==> src/rtl/tk_pkg.sv <==
package tk_pkg;
  localparam int SEL_W = 3;

  localparam logic [SEL_W-1:0] SEL_SECS  = 3'd0;
  localparam logic [SEL_W-1:0] SEL_TICKS = 3'd1;
  localparam logic [SEL_W-1:0] SEL_FLAGS = 3'd2;
  localparam logic [SEL_W-1:0] SEL_ARM   = 3'd3;
  localparam logic [SEL_W-1:0] SEL_TPS   = 3'd4;

  // bit 1: take input B, bit 0: rising edge active
  typedef struct packed {
    logic src_b;
    logic rise;
  } tk_flags_t;

  localparam tk_flags_t FLAGS_DEFAULT = '{src_b: 1'b0, rise: 1'b0};
endpackage

==> src/rtl/tk_pps_sync.sv <==
module tk_pps_sync #(
  parameter int STAGES = 2
) (
  input  logic clk,
  input  logic rst_n,
  input  logic pps_a,
  input  logic pps_b,
  input  logic src_b,
  input  logic rise,
  output logic pps_edge
);
  logic raw;
  logic [STAGES-1:0] sync_q;
  logic prev_q;
  logic synced;

  assign raw = src_b ? pps_b : pps_a;

  always_ff @(posedge clk or negedge rst_n) begin
    if (!rst_n) sync_q[0] <= 1'b0;
    else        sync_q[0] <= raw;
  end

  for (genvar g = 1; g < STAGES; g++) begin : g_stage
    always_ff @(posedge clk or negedge rst_n) begin
      if (!rst_n) sync_q[g] <= 1'b0;
      else        sync_q[g] <= sync_q[g-1];
    end
  end

  assign synced = sync_q[STAGES-1];

  always_ff @(posedge clk or negedge rst_n) begin
    if (!rst_n) prev_q <= 1'b0;
    else        prev_q <= synced;
  end

  assign pps_edge = rise ? (synced & ~prev_q) : (~synced & prev_q);
endmodule

==> src/rtl/tk_load_ctrl.sv <==
module tk_load_ctrl (
  input  logic clk,
  input  logic rst_n,
  input  logic arm_wr,
  input  logic arm_imm,
  input  logic pps_edge,
  output logic load_fire,
  output logic load_pending
);
  logic pend_q;

  // an arm write wins over an edge landing in the same cycle
  assign load_fire = (arm_wr & arm_imm) | (pend_q & pps_edge & ~arm_wr);

  always_ff @(posedge clk or negedge rst_n) begin
    if (!rst_n)         pend_q <= 1'b0;
    else if (arm_wr)    pend_q <= ~arm_imm;
    else if (load_fire) pend_q <= 1'b0;
  end

  assign load_pending = pend_q;
endmodule

==> src/rtl/tk_counters.sv <==
module tk_counters #(
  parameter int SECS_W  = 32,
  parameter int TICKS_W = 32
) (
  input  logic               clk,
  input  logic               rst_n,
  input  logic               load_fire,
  input  logic [SECS_W-1:0]  ld_secs,
  input  logic [TICKS_W-1:0] ld_ticks,
  input  logic [TICKS_W-1:0] tps,
  output logic               at_wrap,
  output logic [SECS_W-1:0]  secs,
  output logic [TICKS_W-1:0] ticks
);
  localparam logic [TICKS_W-1:0] ONE_T = TICKS_W'(1);
  localparam logic [SECS_W-1:0]  ONE_S = SECS_W'(1);

  function automatic logic last_tick(input logic [TICKS_W-1:0] t,
                                     input logic [TICKS_W-1:0] limit);
    return t >= (limit - ONE_T);
  endfunction

  logic [SECS_W-1:0]  secs_q;
  logic [TICKS_W-1:0] ticks_q;

  assign at_wrap = last_tick(ticks_q, tps);

  always_ff @(posedge clk or negedge rst_n) begin
    if (!rst_n) begin
      secs_q  <= '0;
      ticks_q <= '0;
    end else if (load_fire) begin
      secs_q  <= ld_secs;
      ticks_q <= ld_ticks;
    end else if (at_wrap) begin
      secs_q  <= secs_q + ONE_S;
      ticks_q <= '0;
    end else begin
      ticks_q <= ticks_q + ONE_T;
    end
  end

  assign secs  = secs_q;
  assign ticks = ticks_q;
endmodule

==> src/rtl/pps_timekeeper.sv <==
module pps_timekeeper
  import tk_pkg::*;
#(
  parameter int          SECS_W      = 32,
  parameter int          TICKS_W     = 32,
  parameter int          DATA_W      = 32,
  parameter int          SYNC_STAGES = 2,
  parameter int unsigned TPS_RESET   = 100_000_000
) (
  input  logic               clk,
  input  logic               rst_n,
  input  logic               cfg_wr,
  input  logic [SEL_W-1:0]   cfg_sel,
  input  logic [DATA_W-1:0]  cfg_data,
  input  logic               pps_a,
  input  logic               pps_b,
  output logic [SECS_W-1:0]  time_secs,
  output logic [TICKS_W-1:0] time_ticks,
  output logic               load_pending
);
  localparam logic [TICKS_W-1:0] TPS_INIT = TICKS_W'(TPS_RESET);

  logic [SECS_W-1:0]  shadow_secs;
  logic [TICKS_W-1:0] shadow_ticks;
  logic [TICKS_W-1:0] tps_q;
  tk_flags_t          flags_q;

  logic arm_wr;
  logic arm_imm;
  logic pps_edge;
  logic load_fire;
  logic at_wrap;

  assign arm_wr  = cfg_wr && (cfg_sel == SEL_ARM);
  assign arm_imm = cfg_data[0];

  always_ff @(posedge clk or negedge rst_n) begin
    if (!rst_n) begin
      shadow_secs  <= '0;
      shadow_ticks <= '0;
      tps_q        <= TPS_INIT;
      flags_q      <= FLAGS_DEFAULT;
    end else if (cfg_wr) begin
      case (cfg_sel)
        SEL_SECS:  shadow_secs  <= cfg_data[SECS_W-1:0];
        SEL_TICKS: shadow_ticks <= cfg_data[TICKS_W-1:0];
        SEL_FLAGS: flags_q      <= tk_flags_t'(cfg_data[1:0]);
        SEL_TPS:   tps_q        <= cfg_data[TICKS_W-1:0];
        default:   ;
      endcase
    end
  end

  tk_pps_sync #(.STAGES(SYNC_STAGES)) u_sync (
    .clk      (clk),
    .rst_n    (rst_n),
    .pps_a    (pps_a),
    .pps_b    (pps_b),
    .src_b    (flags_q.src_b),
    .rise     (flags_q.rise),
    .pps_edge (pps_edge)
  );

  tk_load_ctrl u_load (
    .clk          (clk),
    .rst_n        (rst_n),
    .arm_wr       (arm_wr),
    .arm_imm      (arm_imm),
    .pps_edge     (pps_edge),
    .load_fire    (load_fire),
    .load_pending (load_pending)
  );

  tk_counters #(.SECS_W(SECS_W), .TICKS_W(TICKS_W)) u_cnt (
    .clk       (clk),
    .rst_n     (rst_n),
    .load_fire (load_fire),
    .ld_secs   (shadow_secs),
    .ld_ticks  (shadow_ticks),
    .tps       (tps_q),
    .at_wrap   (at_wrap),
    .secs      (time_secs),
    .ticks     (time_ticks)
  );
endmodule

==> config.mk <==
export PLATFORM = sky130hd
export DESIGN_NAME = pps_timekeeper
export DESIGN_NICKNAME = d
export VERILOG_FILES = /design/src/rtl/tk_pkg.sv /design/src/rtl/tk_pps_sync.sv /design/src/rtl/tk_load_ctrl.sv /design/src/rtl/tk_counters.sv /design/src/rtl/pps_timekeeper.sv
export SDC_FILE = /design/constraint.sdc
export NUM_CORES = 1
export LEC_CHECK = 0
export ABC_CLOCK_PERIOD_IN_PS = 12300
export CAP_MARGIN = 10
export CORE_MARGIN = 1
export CORE_UTILIZATION = 45
export DETAILED_ROUTE_END_ITERATION = 10
export MAX_ROUTING_LAYER = met4
export PLACE_DENSITY_LB_ADDON = 0.3
export SYNTH_ARGS = -nofsm -noshare
export SYNTH_HDL_FRONTEND = slang
export SYNTH_SLANG_ARGS = --single-unit
==> constraint.sdc <==
create_clock -name clk -period 12.3 [get_ports clk]
set_clock_uncertainty 0.2 [all_clocks]
set_input_delay 2.46 -clock clk [delete_from_list [all_inputs] [get_ports clk]]
set_output_delay 2.46 -clock clk [all_outputs]
set_load 0.02 [all_outputs]
After elaboration in Yosys (flattened, before gate mapping)
Index checks and enable logic that the tools add are counted.
{"block": "classes", "addsub": 3, "n_lt_le_gt_ge": 1, "n_eq_ne": 4, "muxes": 8, "bitwise_logic": 10, "reduce_logical": 8}
{"cell": "$mux 32", "count": 4}
{"cell": "$add 32x1->32 const B", "count": 2}
{"cell": "$ge 32x32->1", "count": 1}
{"cell": "$sub 32x1->32 const B", "count": 1}
{"cell": "$reduce_and 2->1", "count": 4}
{"cell": "$eq 3x2->1 const B", "count": 2}
{"cell": "$and 1x1->1", "count": 5}
{"cell": "$mux 1", "count": 4}
{"cell": "$not 1->1", "count": 4}
{"cell": "$reduce_bool 2->1", "count": 2}
{"cell": "$eq 3x1->1 const B", "count": 1}
{"cell": "$eq 3x3->1 const B", "count": 1}
{"cell": "$logic_not 3->1", "count": 1}
{"cell": "$logic_and 1x1->1", "count": 1}
{"cell": "$or 1x1->1", "count": 1}
{"block": "word_totals", "register_bits": 166, "input_bits": 40, "out_inout_bits": 65, "elab_cells": 45}

Depth between registers and ports, before layout
Gate-level depths: netlist of the first run.
{"block": "logic_depth", "depth_word": 8, "ltp_mapped": 17, "mapped_depth_nobuf": 14}

By module
From an unflattened synthesis of the first run, not the netlist that was laid out.
{"block": "hier_totals", "cells_unflattened": 827, "hier_area_um2": 8966.1}
{"mod": "tk_counters", "instances": 1, "cells_per_inst": 602, "area_per_inst_um2": 5043.6, "seq_area_each_um2": 1601.5}
{"mod": "pps_timekeeper", "instances": 1, "cells_per_inst": 212, "area_per_inst_um2": 3748.6, "seq_area_each_um2": 2467.4}
{"mod": "tk_pps_sync", "instances": 1, "cells_per_inst": 7, "area_per_inst_um2": 108.9, "seq_area_each_um2": 75.1}
{"mod": "tk_load_ctrl", "instances": 1, "cells_per_inst": 6, "area_per_inst_um2": 65.1, "seq_area_each_um2": 25.0}

Least setup slack after synthesis of the first run
No wires, ideal clock.
{"block": "synth_timing", "path_kind": "input to register", "start": "input cfg_sel[2]", "end": "register u_cnt.secs_q[0] (netlist: u_cnt.secs[0])", "setup_time_ns": 0.126, "arrival_time_ns": 4.309, "t_required_ns": 11.974, "path_slack_ns": 7.665, "stages": 9, "n_path_buf": 3, "path_cell_list": "nand4b_1 o211a_1 a21o_1 buf_2 or4b_1 buf_2 a21o_1 buf_6 a221o_1"}
{"block": "synth_between", "elab_chain_len": 6, "elab_cells_between_ends": 8, "cone_classes": "eq/ne: 1; mux: 1; bitwise: 4; reduce/logical: 2"}
{"element": "start, declared", "line_no": "pps_timekeeper.sv:13", "rtl": "input logic [SEL_W-1:0] cfg_sel,"}
{"element": "$eq 3x2->1 *", "line_no": "pps_timekeeper.sv:34", "rtl": "assign arm_wr = cfg_wr && (cfg_sel == SEL_ARM);"}
{"element": "$logic_and 1x1->1 *", "line_no": "pps_timekeeper.sv:34"}
{"element": "$not 1->1", "line_no": "tk_load_ctrl.sv:13", "rtl": "assign load_fire = (arm_wr & arm_imm) | (pend_q & pps_edge & ~arm_wr);"}
{"element": "$and 1x1->1", "line_no": "tk_load_ctrl.sv:13"}
{"element": "$or 1x1->1 *", "line_no": "tk_load_ctrl.sv:13"}
{"element": "$mux 32 or $reduce_bool 2->1 (tied branches)"}
{"element": "end signal, assigned", "line_no": "tk_counters.sv:33", "rtl": "secs_q <= ld_secs;"}
{"element": "end signal, assigned", "line_no": "tk_counters.sv:36", "rtl": "secs_q <= secs_q + ONE_S;"}
{"element": "end, declared", "line_no": "tk_counters.sv:23", "rtl": "logic [SECS_W-1:0] secs_q;"}
Every way passes the cells marked *; elsewhere a longest branch is shown, timed or not.
A chain may end at the register's enable or synchronous reset.

Worst setup path after layout of the first run
{"block": "layout_timing", "start": "input cfg_sel[2]", "end": "register u_cnt.secs_q[25] (netlist: u_cnt.secs[25])"}
Same word-level chain as after synthesis.

==> flow_metrics.tcl, run 1 <==
set metrics [dict create \
    synth_top_family_by_area "compound AO/OA/AOI/OAI gates" \
    p_comb_frac 0.319 \
    routedWlPerCell_um 18.9 \
    port_buffers 104 \
    slew-limit-headroom 0.298 \
    register_area_um2 4170 \
    drt_iter0_markers 378 \
    period_share 0.478 \
    wl_um 22700 \
    synth_ff_type "dfrtp_1" \
    critPathMaxStageDelay_ps 630 \
    path_clk_slew_ps 70 \
    rrSetupSlack_ps 6520 \
    grt_pass1_vias 6620 \
    placedCellCount 1170 \
    cts_tree "yes" \
    synth-simple-area-share 0.133 \
    num_vias 6916 \
    post_cts_buffers 0 \
    drtPass1Iterations 5 \
    seq_area_frac_synth 0.463 \
    grt_pass1_wl_um 36500 \
    drive_above_1_share 0.202 \
    final_nets 999 \
    ctsHoldBuffers 0 \
    grt_max_degree 96 \
    grt_usage 0.240 \
    flow.area_growth_from_synthesis_pct 20.7 \
    ctsResizeCount 0 \
    start_kind "input pin" \
    clockBufferDepth 2 \
    finalSetupTns_ps 0 \
    irDropWorstVdd_v 0.000110 \
    dieWidth_um 143 \
    nFillCells 1705 \
    ys_ff_latch 166 \
    hold_end "u_sync.synced" \
    cts_made_buffers 17 \
    totalPowerFinal_mw 1.95 \
    final_cell_area_um2 10900 \
    p_sw_frac 0.366 \
    synth_area_leaders "dfrtp_1 (43%), mux2_2 (12%), ha_1 (4.9%)" \
    synthMuxAreaShare 0.125 \
    rsz0062_at_grt "no" \
    ant_nets 0 \
    timing.fmax_mhz 170 \
    finish.utilization 0.557 \
    synth_area_per_cell_um2 10.8 \
    multi_input_area_um2 4630 \
    vias_per_cell 5.75 \
    min_path_type "register to register" \
    gp_congestion 0.863 \
    worstMarginPinSlew_ps 1050 \
    power.switching_uw 714 \
    seq_power_share 0.415 \
    rr_worst_depth 15 \
    rows 51 \
    cp.arrival_ps 6000 \
    htreeDepth 4 \
    synth_area_um2 9010 \
    placed_area_um2 10300 \
    slowest_stage "buf_4" \
    path_buf_inv 3 \
    initial_core_util 0.461 \
    dp_slack_ps 5990 \
    drv_cap 0 \
    drcViolationCount 0 \
    finalCriticalPeriod_ps 5880 \
    core_region_area_um2 19500 \
    overflow 0 \
    crit_path_end_kind "register" \
    synth-compound-area-share 0.144 \
    synth-xor-area-share 0.0583 \
    leakage_nw 4.36 \
    place_hpwl_um 15500 \
    rr_startpoint "tps_q[19]" \
    synth_top_area_frac 0.428 \
    synth_most_common_cell "dfrtp_1" \
    synth_edf_count 0 \
    yosys_warnings 0 \
    synthTopCellsByCount "dfrtp_1 (154), mux2_2 (99), nand2_1 (94)" \
    die_h_um 143 \
    synth.net_count 908 \
    cp.required_ps 12420 \
    worstHoldStart "u_sync.sync_q[0]" \
    antenna_found_initial 2 \
    cts_sinks 166 \
    status "completed" \
    power_density_nw_per_um2 180 \
    instances_no_fill 1203 \
    insertion_delay_ps 430 \
    async_flop_share 1.00 \
    cts-root-buf "clkbuf_16" \
    crit_fanout 73 \
    pin_count 105 \
    worst_hold_slack_ps 151 \
    setup_slack_ps 6420 \
    worstHoldPathCells 0 \
    finalSetupViolations 0 \
    r2r_end "u_cnt.secs[25]" \
    dieArea_um2 20600 \
    p_int_mw 1.24 \
    pwr-share-clk 0.266 \
    drv_slew 0 \
    crit_family "buffers and inverters" \
    worst-setup-path-type "input pin to register" \
    yosysUniqueCellTypes 65 \
    crit_chain "clkdlybuf4s50_1 > nand4b_1 > o211a_1 > a21o_2 > buf_4 > or4b_1 > a21o_2 > buf_4 > mux2_2" \
    hold_viol 0 \
    synth_top_area_cell "dfrtp_1" \
    synth_fa_ha_area_frac 0.0486 \
    postSynthCellCount 833 \
]
[kinds of logic (layout without fill, tap and decap cells)]
| logic type | after synthesis | after routing |
|---|---|---|
| muxes | 100 | 100 |
| and+or+nand+nor | 244 | 244 |
| other | 0 | 1 |
| DFF | 166 | 166 |
| AOI/OAI and AO/OA | 172 | 172 |
| buffers and inverters | 56 | 160 |
| xor gates and xnor gates | 60 | 60 |
| adders and majority gates | 35 | 35 |
[how the worst max path moves through the flow]
stage,startpoint,end,slack (ps),depth (start not counted)
6_report,cfg_sel[2],u_cnt.secs[25],6420,9
3_3_place_gp,cfg_sel[2],u_cnt.secs[25],6040,9
3_5_place_dp,cfg_sel[2],u_cnt.secs[25],5990,9
2_1_floorplan,cfg_sel[2],u_cnt.secs[0],7660,9
4_1_cts,cfg_sel[2],u_cnt.secs[25],6450,9
5_1_grt,tps_q[19],u_cnt.secs[25],6080,15
[power by group through the flow]
stage	Clock [mW]	Combinational [mW]	Sequential (mW)
after floorplan	0	0.372	0.832
after global placement	0	0.609	0.814
after detailed placement	0	0.623	0.816
after CTS	0.528	0.627	0.808
after global routing	0.552	0.687	0.829
final	0.519	0.624	0.811
[layout make-up]
class | count | area share
flip-flops and latches | 166 | 0.383
well taps | 265 | 0.0305
repair buffers | 115 | 0.103
multi-input cells | 611 | 0.426
inverters | 13 | 0.00449
diodes | 1 | 0.000230
clock inverters | 14 | 0.0117
clock buffers | 18 | 0.0404
[worst register-to-register path, cell delays in order, from the launching register on]
cell	delay, ps
dfrtp_1	410
or4_1	560
or3_1	380
nor4_1	620
nand2_1	160
nor4_1	260
xnor2_1	120
ha_1	300
nand4_1	120
nor3_1	390
o2bb2ai_1	160
buf_4	310
or4b_1	370
a21o_2	420
buf_4	490
mux2_2	400
[sequential cells by signal (all words and copies together) (netlist names)]
signal and cells:
u_cnt.secs 32, flags_q 2, tps_q 32, shadow_secs 32, u_sync.synced 1, u_load.load_pending 1
u_cnt.ticks 32, shadow_ticks 32, u_sync.sync_q 1, u_sync.prev_q 1
[layer usage]
layer	track usage	vias to the layer above	share of wire
li1	-	3286	-
met1	0.338	3428	0.48
met2	0.358	178	0.46
met3	0.0410	24	0.048
met4	0.0605	0	0.011
met5	-	-	0
[cell usage in the layout (no fill, tap or decap), types with 7 or more instances in the layout]
master,Yosys,routed
a2111oi_0,18,18
a211oi_1,10,10
a211oi_2,17,17
a21oi_1,15,14
a311oi_1,7,7
buf_4,0,11
clkbuf_16,0,17
clkdlybuf4s50_1,0,103
dfrtp_1,154,154
dfstp_2,12,12
ha_1,35,35
inv_1,13,13
inv_6,0,8
mux2_2,99,99
nand2_1,94,94
nand3_1,24,24
nand4_1,19,19
nor2_1,34,33
nor3_1,21,20
nor4_1,13,13
o21ai_0,43,43
o22ai_1,8,8
or3_1,7,7
xnor2_1,28,28
xor2_1,32,32
(Power assumes the default switching activity.)
==> inputs of run 2 (changes only) <==
ABC_CLOCK_PERIOD_IN_PS = 5200   (was 12300)
clock period = 5.2 ns   (was 12.3 ns; I/O delays follow)
==> run 2 against run 1 <==
Compared with the run above: sequential power increased by 140%; non-clock buffer count increased by 7; routed wire length increased by 4.3%; utilization increased by 0.65 points; combinational power increased by 150%; cell area increased by 1.2%; critical path depth increased by 5; power increased by 150%; cell count increased by 0.42%; global-route usage increased by 1.2 points; worst setup slack got worse by 6000 ps; flip-flop and latch count unchanged.
==> flow_metrics.tcl, run 2 (synthesis results as in run 1) <==
set metrics [dict create \
    status "completed" \
    finalCriticalPeriod_ps 4760 \
    num_vias 7106 \
    slew-limit-headroom 0.300 \
    finalSetupViolations 0 \
    r2r_end "u_cnt.ticks[7]" \
    place_hpwl_um 16200 \
    drtPass1Iterations 4 \
    grt_max_degree 112 \
    overflow 0 \
    final_common_cell "dfrtp_1" \
    ctsHoldBuffers 0 \
    drv_slew 0 \
    power_density_nw_per_um2 440 \
    final_cell_mix "dfrtp_1 (154), clkdlybuf4s50_1 (103), mux2_2 (99)" \
    diodes 0 \
    gp_congestion 0.863 \
    rrSetupSlack_ps 440 \
    core_region_area_um2 19500 \
    die_h_um 143 \
    start_kind "register" \
    flow.area_growth_from_synthesis_pct 22.1 \
    drt_iter0_markers 562 \
    htreeDepth 4 \
    dieArea_um2 20600 \
    rsz0062_at_grt "no" \
    grt_pass1_wl_um 38200 \
    irDropWorstVdd_v 0.000257 \
    post_cts_buffers 0 \
    rr_startpoint "tps_q[19]" \
    ant_nets 0 \
    crit_fanout 19 \
    dieWidth_um 143 \
    final_nets 1006 \
    hold_viol 0 \
    cts_sinks 166 \
    worst-setup-path-type "register to register" \
    crit_path_end_kind "register" \
    wl_um 23700 \
    drive_above_1_share 0.206 \
    cp.arrival_ps 4910 \
    grt_usage 0.251 \
    worstMarginPinSlew_ps 1050 \
    worstHoldPathCells 0 \
    antenna_found_initial 0 \
    worstHoldStart "u_sync.sync_q[0]" \
    rows 51 \
    worst_hold_slack_ps 161 \
    grt_pass1_vias 6889 \
    cts_made_buffers 17 \
    vias_per_cell 5.88 \
    cts_tree "yes" \
    critical_path.startpoint "tps_q[19]" \
    port_buffers 104 \
    finalSetupTns_ps 0 \
    clockBufferDepth 2 \
    timing.fmax_mhz 210 \
    drv_cap 0 \
    leakage_nw 4.42 \
    path_clk_slew_ps 60 \
    cts-root-buf "clkbuf_16" \
    endpoint "u_cnt.ticks[7]" \
    initial_core_util 0.461 \
    ctsResizeCount 0 \
    cp.required_ps 5340 \
    pin_count 105 \
    period_share 0.916 \
    drcViolationCount 0 \
    routedWlPerCell_um 19.6 \
    insertion_delay_ps 430 \
    rr_worst_depth 14 \
    nFillCells 1740 \
    min_path_type "register to register" \
]
## run 2: cell types whose count changed in the layout (fill, tap and decap cells not counted), sizes merged
cell,previous run,this run
inv,25,14
buf,12,19
clkinvlp,1,5
diode,1,0
bufinv,0,5
clkbuf,18,19
## run 2: worst min path at each step
stage	end	slack [ps]
final	u_sync.synced	160
after global routing	u_sync.synced	180
after CTS	u_sync.synced	160
after detailed placement	u_sync.synced	150
after global placement	u_sync.synced	140
after floorplan	u_sync.synced	130
## run 2: power by group
group	leakage, nW	switching (mW)	internal (mW)
clock	0.298	0.532	0.863
sequential	2.03	0.324	1.59
combinational	2.09	0.810	0.717
total	4.42	1.66	3.17
## run 2: per-stage QoR
stage | total power [mW] | setup WS [ps] | std cells | instance area (um2) | utilization
3_5_place_dp | 3.45 | 451 | 1177 | 10400 | 0.530
6_report | 4.84 | 435 | 1208 | 11000 | 0.563
3_3_place_gp | 3.41 | 556 | 1177 | 10400 | 0.530
4_1_cts | 4.85 | 423 | 1208 | 11000 | 0.563
2_1_floorplan | 2.85 | 852 | 833 | 9010 | -
5_1_grt | 5.09 | 74.9 | 1208 | 11000 | 0.563
## run 2: layout make-up
type | count | area, um2 | share of cell area
sequential | 166 | 4170 | 0.379
timing repair buffer | 122 | 1180 | 0.107
clock buffer | 19 | 443 | 0.0403
inverter | 13 | 48.8 | 0.00444
clock inverter | 12 | 201 | 0.0183
multi-input combinational | 611 | 4630 | 0.421
tap | 265 | 332 | 0.0301
## run 2: worst max-delay path, cell delays in order, from the launching register on
cell     delay [ps]
dfrtp_1         400
or4_1           540
or3_1           380
nor4_2          440
nand2_1         150
nor3_1          200
xnor2_1         150
ha_1            260
a21o_1          180
a21o_1          170
a32oi_1         190
or4b_1          520
a21o_2          410
buf_4           280
o21ai_0         200
## run 2: routing by layer
metal / vias up / wire length (um) / global-route usage
met5: - / 0 / -
met2: 241 / 10800 / 0.373
met4: 0 / 377 / 0.0845
met1: 3523 / 11300 / 0.353
li1: 3310 / - / -
met3: 32 / 1250 / 0.0353
